<file path="config.mk">
export PLATFORM = sky130hd
export DESIGN_NAME = ipc_mailbox
export DESIGN_NICKNAME = d
export VERILOG_FILES = /design/src/rtl/ipc_mbx_pkg.sv /design/src/rtl/mbx_decode.sv /design/src/rtl/mbx_ptr.sv /design/src/rtl/mbx_flags.sv /design/src/rtl/ipc_mailbox.sv
export SDC_FILE = /design/constraint.sdc
export NUM_CORES = 1
export LEC_CHECK = 0
export BUFFER_PORTS_ARGS = -buffer_cell sky130_fd_sc_hd__buf_2
export CORE_MARGIN = 8
export CORE_UTILIZATION = 51
export CTS_CLUSTER_DIAMETER = 60
export CTS_CLUSTER_SIZE = 40
export DETAILED_ROUTE_END_ITERATION = 8
export GPL_TIMING_DRIVEN = 0
export PLACE_DENSITY = 0.84
export SETUP_SLACK_MARGIN = 0.2
export SLEW_MARGIN = 10
export SYNTH_ARGS = -nofsm -noshare
export SYNTH_HDL_FRONTEND = slang
export SYNTH_SLANG_ARGS = --single-unit
</file>
<file path="constraint.sdc">
create_clock -name clk_i -period 3 [get_ports clk_i]
set_input_delay 0.15 -clock clk_i [delete_from_list [all_inputs] [get_ports clk_i]]
set_output_delay 0.15 -clock clk_i [all_outputs]
set_load 0.02 [all_outputs]
</file>
<file path="src/rtl/ipc_mbx_pkg.sv">
package ipc_mbx_pkg;
  // word indices inside the window (byte offset >> 2)
  localparam int unsigned WRD_REQ = 0;
  localparam int unsigned WRD_FLG = 1;
  localparam int unsigned WRD_REP = 2;
  localparam int unsigned WRD_EN  = 3;

  typedef struct packed {
    logic req_ptr;
    logic flags;
    logic rep_ptr;
    logic irq_en;
  } sel_t;
endpackage

</file>
<file path="src/rtl/mbx_decode.sv">
module mbx_decode
  import ipc_mbx_pkg::*;
#(
  parameter int ADDR_W   = 16,
  parameter int WIN_BITS = 10
) (
  input  logic              req_i,
  input  logic              we_i,
  input  logic [ADDR_W-1:0] addr_i,
  output sel_t              hit_o,
  output sel_t              wr_o
);
  localparam int WW = WIN_BITS - 2;

  logic [WW-1:0] word;
  logic          unused_addr;

  // upper bits dropped on purpose: mirrored window
  assign word        = addr_i[WIN_BITS-1:2];
  assign unused_addr = ^{addr_i[ADDR_W-1:WIN_BITS], addr_i[1:0]};

  always_comb begin
    hit_o.req_ptr = (word == WW'(WRD_REQ));
    hit_o.flags   = (word == WW'(WRD_FLG));
    hit_o.rep_ptr = (word == WW'(WRD_REP));
    hit_o.irq_en  = (word == WW'(WRD_EN));
    wr_o          = (req_i && we_i) ? hit_o : '0;
  end
endmodule

</file>
<file path="src/rtl/mbx_ptr.sv">
module mbx_ptr #(
  parameter int DATA_W = 32
) (
  input  logic              clk_i,
  input  logic              rst_ni,
  input  logic              wr_i,
  input  logic [DATA_W-1:0] wdata_i,
  output logic [DATA_W-1:0] q_o
);
  always_ff @(posedge clk_i or negedge rst_ni) begin
    if (!rst_ni)                          q_o <= '0;
    else if (wr_i && wdata_i[1:0] == 2'b00) q_o <= wdata_i;
  end
endmodule

</file>
<file path="src/rtl/mbx_flags.sv">
module mbx_flags #(
  parameter int                FLAG_W    = 8,
  parameter logic [FLAG_W-1:0] HOST_MASK = 8'h03,
  parameter logic [FLAG_W-1:0] IOP_MASK  = 8'hFC
) (
  input  logic              clk_i,
  input  logic              rst_ni,
  input  logic              h_wr_i,
  input  logic [FLAG_W-1:0] h_data_i,
  input  logic              io_wr_i,
  input  logic [FLAG_W-1:0] io_data_i,
  output logic [FLAG_W-1:0] q_o
);
  logic [FLAG_W-1:0] set_v, clr_v;

  // owner sets its bits, receiver clears them (write-1)
  always_comb begin
    set_v = '0;
    clr_v = '0;
    if (h_wr_i) begin
      set_v = set_v | (h_data_i & HOST_MASK);
      clr_v = clr_v | (h_data_i & IOP_MASK);
    end
    if (io_wr_i) begin
      set_v = set_v | (io_data_i & IOP_MASK);
      clr_v = clr_v | (io_data_i & HOST_MASK);
    end
  end

  always_ff @(posedge clk_i or negedge rst_ni) begin
    if (!rst_ni) q_o <= '0;
    else         q_o <= (q_o & ~clr_v) | set_v;  // set dominates
  end
endmodule

</file>
<file path="src/rtl/ipc_mailbox.sv">
module ipc_mailbox
  import ipc_mbx_pkg::*;
#(
  parameter int                ADDR_W    = 16,
  parameter int                WIN_BITS  = 10,
  parameter int                DATA_W    = 32,
  parameter int                FLAG_W    = 8,
  parameter logic [FLAG_W-1:0] HOST_MASK = 8'h03,
  parameter logic [FLAG_W-1:0] IOP_MASK  = 8'hFC,
  parameter int                REQ_BIT   = 0,
  parameter int                REPLY_BIT = 2
) (
  input  logic              clk_i,
  input  logic              rst_ni,
  input  logic              h_req_i,
  input  logic              h_we_i,
  input  logic [ADDR_W-1:0] h_addr_i,
  input  logic [DATA_W-1:0] h_wdata_i,
  output logic [DATA_W-1:0] h_rdata_o,
  input  logic              io_req_i,
  input  logic              io_we_i,
  input  logic [ADDR_W-1:0] io_addr_i,
  input  logic [DATA_W-1:0] io_wdata_i,
  output logic [DATA_W-1:0] io_rdata_o,
  output logic              host_irq_o,
  output logic              iop_irq_o
);
  localparam int NSIDE = 2;  // 0: host, 1: I/O processor

  logic [NSIDE-1:0] req_a, we_a;
  logic [ADDR_W-1:0] addr_a [NSIDE];
  logic [DATA_W-1:0] wdata_a [NSIDE];
  sel_t hit_a [NSIDE];
  sel_t wr_a  [NSIDE];

  logic [DATA_W-1:0] req_ptr_q, rep_ptr_q;
  logic [FLAG_W-1:0] flags_q;

  assign req_a      = {io_req_i, h_req_i};
  assign we_a       = {io_we_i, h_we_i};
  assign addr_a[0]  = h_addr_i;
  assign addr_a[1]  = io_addr_i;
  assign wdata_a[0] = h_wdata_i;
  assign wdata_a[1] = io_wdata_i;

  for (genvar s = 0; s < NSIDE; s++) begin : g_side
    logic              en_q;
    logic [DATA_W-1:0] rd_d;

    mbx_decode #(.ADDR_W(ADDR_W), .WIN_BITS(WIN_BITS)) u_dec (
      .req_i (req_a[s]),
      .we_i  (we_a[s]),
      .addr_i(addr_a[s]),
      .hit_o (hit_a[s]),
      .wr_o  (wr_a[s])
    );

    always_ff @(posedge clk_i or negedge rst_ni) begin
      if (!rst_ni)             en_q <= 1'b0;
      else if (wr_a[s].irq_en) en_q <= wdata_a[s][0];
    end

    always_comb begin
      rd_d = '0;
      if (hit_a[s].req_ptr)      rd_d = req_ptr_q;
      else if (hit_a[s].flags)   rd_d = {{(DATA_W-FLAG_W){1'b0}}, flags_q};
      else if (hit_a[s].rep_ptr) rd_d = rep_ptr_q;
      else if (hit_a[s].irq_en)  rd_d = {{(DATA_W-1){1'b0}}, en_q};
    end
  end

  mbx_ptr #(.DATA_W(DATA_W)) u_req_ptr (
    .clk_i  (clk_i),
    .rst_ni (rst_ni),
    .wr_i   (wr_a[0].req_ptr),
    .wdata_i(h_wdata_i),
    .q_o    (req_ptr_q)
  );

  mbx_ptr #(.DATA_W(DATA_W)) u_rep_ptr (
    .clk_i  (clk_i),
    .rst_ni (rst_ni),
    .wr_i   (wr_a[1].rep_ptr),
    .wdata_i(io_wdata_i),
    .q_o    (rep_ptr_q)
  );

  mbx_flags #(.FLAG_W(FLAG_W), .HOST_MASK(HOST_MASK), .IOP_MASK(IOP_MASK)) u_flags (
    .clk_i    (clk_i),
    .rst_ni   (rst_ni),
    .h_wr_i   (wr_a[0].flags),
    .h_data_i (h_wdata_i[FLAG_W-1:0]),
    .io_wr_i  (wr_a[1].flags),
    .io_data_i(io_wdata_i[FLAG_W-1:0]),
    .q_o      (flags_q)
  );

  assign h_rdata_o  = g_side[0].rd_d;
  assign io_rdata_o = g_side[1].rd_d;
  assign host_irq_o = flags_q[REPLY_BIT] & g_side[0].en_q;
  assign iop_irq_o  = flags_q[REQ_BIT]   & g_side[1].en_q;
endmodule

</file>
==> After elaboration in Yosys (flattened, before gate mapping) <==
Index checks and enable logic that the tools add are counted.
W data, S select, Z words.
{ "classes": {"n_eq_ne": 6, "mux": 14, "bitwise_logic": 7, "n_reduce_logical": 8} }
{ "op_table": {"columns": ["cell", "count"], "rows": [
  ["$mux W32", 6],
  ["$eq A8 B2 Y1 const B", 4],
  ["$mux W8", 3],
  ["$eq A8 B1 Y1 const B", 2],
  ["$logic_not A8 Y1", 2],
  ["$or A8 B8 Y8", 2],
  ["$and A8 B8 Y8", 1],
  ["$not A8 Y8", 1],
  ["$or A8 B2 Y8", 1],
  ["$logic_and A1 B1 Y1", 4],
  ["$logic_not A2 Y1", 2],
  ["$mux W4", 1],
  ["$mux W3", 1],
  ["$and A1 B1 Y1", 2],
  ["$mux W1", 2],
  ["$mux W2", 1]
]} }
{ "totals": {"ff_bits": 74, "in_bits": 102, "word_cells": 40} }

==> Longest topological paths before layout <==
{ "depth": {"ltp_word": 8, "depth_mapped": 6, "ltp_nobuf": 3} }

==> Cells and area by module <==
From an unflattened synthesis, not the netlist that was laid out.
{ "hier_totals": {"cells_unflattened": 332, "hier_area_um2": 3983.8} }
{ "modules_own_cells": {"columns": ["module", "n_inst", "cells_each", "area_per_inst_um2", "seq_area_each_um2"], "rows": [
  ["mbx_ptr", 2, 68, 1203.7, 800.8],
  ["ipc_mailbox", 1, 140, 1067.3, 50.0],
  ["mbx_flags", 1, 26, 321.6, 200.2],
  ["mbx_decode", 2, 15, 93.8, 0.0]
]} }

==> Worst setup path after synthesis <==
No wires, ideal clock.
{ "synth_timing": {"kind": "input-to-output", "from": "in h_addr_i[5]", "to": "out h_rdata_o[11]", "arrival_ps": 1680, "setup_slack_ps": 1170, "path_stages": 6, "n_path_buf": 3, "path_cell_list": "or4_1 > clkbuf_1 > nand2b_1 > clkbuf_1 > clkbuf_1 > nor2_1"} }
{ "synth_between": {"elab_chain_cells": 4, "word_cells_on_any_way": 6, "cone_classes": "eq/ne (2); mux (3); reduce/logical (1)"} }
{ "synth_lines": {"columns": ["item", "line", "text"], "rows": [
  ["start: declaration", "ipc_mailbox.sv:17", "input logic [ADDR_W-1:0] h_addr_i,"],
  ["$eq A8 B2 Y1", "mbx_decode.sv:25", "hit_o.rep_ptr = (word == WW'(WRD_REP));"],
  ["$mux W32", "ipc_mailbox.sv:67", "else if (hit_a[s].rep_ptr) rd_d = rep_ptr_q;"],
  ["$mux W32", "ipc_mailbox.sv:66", "else if (hit_a[s].flags) rd_d = {{(DATA_W-FLAG_W){1'b0}}, flags_q};"],
  ["$mux W32 (*)", "ipc_mailbox.sv:65", "if (hit_a[s].req_ptr) rd_d = req_ptr_q;"],
  ["end: declaration", "ipc_mailbox.sv:19", "output logic [DATA_W-1:0] h_rdata_o,"]
]} }
Every way passes the cells marked *; elsewhere a longest branch is shown, timed or not.

==> Worst setup path after layout <==
{ "layout_timing": {"from": "in h_addr_i[5]", "to": "out h_rdata_o[20]"} }
The elaborated chain is that of the path after synthesis.

==> reports/summary.txt <==
RUN STATUS
------------------------------------------------------------------------------------
Result of the run ..................................................... finished clean

GLOBAL ROUTE
------------------------------------------------------------------------------------
Global router's overall resource usage ................................        0.209
Total gr overflow .....................................................            0
Number of global-route vias before repair .............................         4013
Global-route wire length before repair ................................     19100 um
Maximum number of pins on one net before global-route repair ..........           49
Number of antenna violations at the first check in global routing .....            0

CLOCK NETWORK
------------------------------------------------------------------------------------
CTS Buffer Depth ......................................................            2
Clock transition at the registers of the reported paths ...............        70 ps
Number of H-tree levels ...............................................            3
Cts bufs inserted .....................................................            9
Number of post-CTS setup repair buffers ...............................            0
TritonCTS clock tree ..................................................        built
Post_cts resized ......................................................            0
Clock insertion delay at the later pin of the skew report .............       330 ps
Number of clock sinks .................................................           74
Root buffer cell ...................................................... sky130_fd_sc_hd__clkbuf_8
Number of buffers added to fix hold violations after cts ..............            1

DRT
------------------------------------------------------------------------------------
Via count .............................................................         3597
Total iterations of the first detailed-routing run ....................            4
DRC ...................................................................            0
Routed wire per std cell ..............................................      18.1 um
Post-DR vias/cell .....................................................         5.57
Total wire length after detailed routing ..............................     11700 um
Count of antenna-violating nets left after detailed routing ...........            0
Detailed router's first-iteration violation count .....................          130

TIMING
------------------------------------------------------------------------------------
Final setup violation count ...........................................            0
RSZ-0062 raised after global routing ..................................           no
Tightest Pin Transition ...............................................      1040 ps
Final-report max-slew violation count .................................            0
Final worst-path cycle share ..........................................        0.768
Worst-case headroom to the max-slew limit .............................        0.299
Layout Skew ...........................................................         0 ps
Post-layout min period ................................................      2300 ps
Maximum frequency from static timing analysis .........................      434 MHz
Final number of hold-violating endpoints ..............................            0
Aggregate negative setup slack ........................................         0 ps

WORST SETUP PATH
------------------------------------------------------------------------------------
Depth of the worst register-to-register path ..........................            1
Start of the worst register-to-register path .......................... u_rep_ptr.q_o[30]
Crit path max fanout ..................................................           10
Classification of the worst setup path ................................       in2out
Worst path arrival time ...............................................      2150 ps
Reg-to-reg slack, setup ...............................................      2190 ps
Worst setup SP type ................................................... primary input
Capturing element type of the critical path ........................... primary output
Required time reported for the critical path endpoint .................      2850 ps
Capture point of the worst reg-to-reg path ............................ u_rep_ptr.q_o[30]
Timing startpoint of the critical path ................................  h_addr_i[5]
Endpoint of the worst setup timing path ............................... h_rdata_o[20]

FINISH
------------------------------------------------------------------------------------
Commonest non-fill, non-tap cells in the layout ....................... 155 x sky130_fd_sc_hd__buf_2, 74 x sky130_fd_sc_hd__dfrtp_1, 64 x sky130_fd_sc_hd__nor2_1, 62 x sky130_fd_sc_hd__mux2i_1, 59 x sky130_fd_sc_hd__mux2_2
Fill cell count .......................................................          651
Antenna cell count ....................................................            0
Layout Cells excl Fill ................................................          646
Layout-stage area growth over the synthesis result ....................        27.1%
Core occupancy in the finished layout .................................        0.653
Layout cells sized above 1 ............................................        0.442
Number of nets in the finished design .................................          638
Commonest non-fill, non-tap cell in the layout ........................ sky130_fd_sc_hd__buf_2
Final non-filler cell area ............................................   5260 sq um

SYNTH
------------------------------------------------------------------------------------
Post-Synthesis Cell Area ..............................................   4140 sq um
Compound-Gate Fraction of Synth Area ..................................       0.0420
Share of the yosys chip area belonging to registers ...................        0.447
Proportion of synthesized area in mux cells ...........................        0.330
Post-Synth Adder-Cell Area ............................................            0
Main combinational cell family by area after synthesis ................ multiplexers
Parity-gate share of the synthesized area counting xor and xnor cells .            0
Ys async rst share ....................................................         1.00
Simple-gate area share of the yosys netlist ...........................        0.138
Syn avg cell area .....................................................   11.1 sq um
Syn Inst Count ........................................................          373
YS warnings ...........................................................            0
Count of flip-flops with a built-in enable after synthesis ............            0
Library cells used by synthesis .......................................           34
Post-Syn Nets .........................................................          475
Synthesis-stage register bit count ....................................           74
Primary FF master, synth .............................................. sky130_fd_sc_hd__dfrtp_1

RUN
------------------------------------------------------------------------------------
Number of max-capacitance violations reported .........................            0

DIE
------------------------------------------------------------------------------------
Row Count .............................................................           33
Die boundary width ....................................................       106 um
Initial Utilization ...................................................        0.514
Floorplan core area ...................................................   8050 sq um
Chip Height ...........................................................       106 um
Number of top-level design ports ......................................          168
Die area ..............................................................  11300 sq um

PLACEMENT
------------------------------------------------------------------------------------
Input/output buffers ..................................................          150
Placed Cells ..........................................................          629
Gpl congestion ........................................................        0.845
Post-DP Area ..........................................................   5050 sq um
DPL Wire Length .......................................................      8940 um

POWER
------------------------------------------------------------------------------------
Cell area power density ...............................................  379 nW/um^2
Design Power ..........................................................    0.00199 W
Highest ir drop seen on vdd ...........................................   0.000227 V
Static Leakage ........................................................      2.83 nW

MIN PATH
------------------------------------------------------------------------------------
Path class of the lowest-slack min-delay path .........................       in2reg

-- power breakdown --
part / switching, W / internal [W]
Clock: 0.000346 / 0.000430
Sequential: 0.00000780 / 0.00101
Combinational: 0.000107 / 0.0000934
-- worst min-delay path by stage --
| stage | from | endpoint | slack [ps] | cells after the start |
|---|---|---|---|---|
| finish | io_wdata_i[26] | u_rep_ptr.q_o[26] | 40 | 2 |
| global route | h_wdata_i[14] | u_req_ptr.q_o[14] | 30 | 2 |
| CTS | io_wdata_i[26] | u_rep_ptr.q_o[26] | 20 | 2 |
| detailed placement | rst_ni | g_side[1].en_q | 100 | 1 |
| global placement | io_wdata_i[26] | u_rep_ptr.q_o[26] | 370 | 2 |
| floorplan | rst_ni | g_side[0].en_q | -150 | 0 |
-- synth_stat cells, drive strengths merged (3+ instances only) --
cell type	number	area [sq um]
and4b	3	30.0
o21ai	5	25.0
nor2b	5	31.3
mux2i	62	621
nor2	64	240
a2bb2oi	14	123
clkbuf	17	63.8
nor3	4	20.0
or3	3	18.8
dfrtp	74	1850
inv	11	41.3
buf	12	75.1
nor4	7	65.1
nand4	9	56.3
mux2	62	698
and2	4	25.0
-- layer usage --
| layer | track usage | wire length (um) |
|---|---|---|
| met5 | 0 | 0 |
| met4 | 0.0905 | 183 |
| met3 | 0.0532 | 977 |
| met2 | 0.362 | 5920 |
| met1 | 0.240 | 4610 |
-- layout make-up --
cell class / instances / area (sq um) / share of cell area
multi-input combinational: 259 / 2110 / 0.401
sequential: 74 / 1850 / 0.352
timing repair buffer: 152 / 791 / 0.150
clock buffer: 14 / 163 / 0.0309
buffer: 29 / 139 / 0.0264
tap: 105 / 131 / 0.0250
inverter: 11 / 41.3 / 0.00785
clock inverter: 2 / 35.0 / 0.00666
-- cells by family (layout without fill, tap and decap cells) --
logic type             count (synthesis)  count (layout)
AOI/OAI and AO/OA                     22              22
muxes                                126             126
DFF                                   74              74
and+or+nand+nor                      111             111
buffers and inverters                 40             208
-- stage by stage --
stage / hold WS (ps) / setup slack, ps
floorplan: -146 / 1170
global route: 25.5 / 540
CTS: 22.8 / 697
detailed placement: 96.4 / 702
finish: 37.2 / 696
global placement: 374 / 707
-- state kept, by name, summed over array words and instances, names as in the netlist --
register / flops
g_side.en_q: 2
u_flags.q_o: 8
u_rep_ptr.q_o: 32
u_req_ptr.q_o: 32
-- worst max-delay path, cell delays in order --
cell and delay, ps:
sky130_fd_sc_hd__buf_2 90, sky130_fd_sc_hd__or4_1 550, sky130_fd_sc_hd__clkbuf_1 260, sky130_fd_sc_hd__nand2b_1 210
sky130_fd_sc_hd__clkbuf_1 210, sky130_fd_sc_hd__clkbuf_1 310, sky130_fd_sc_hd__nor2_1 200, sky130_fd_sc_hd__buf_2 190
Power figures use the tool's default switching activity.
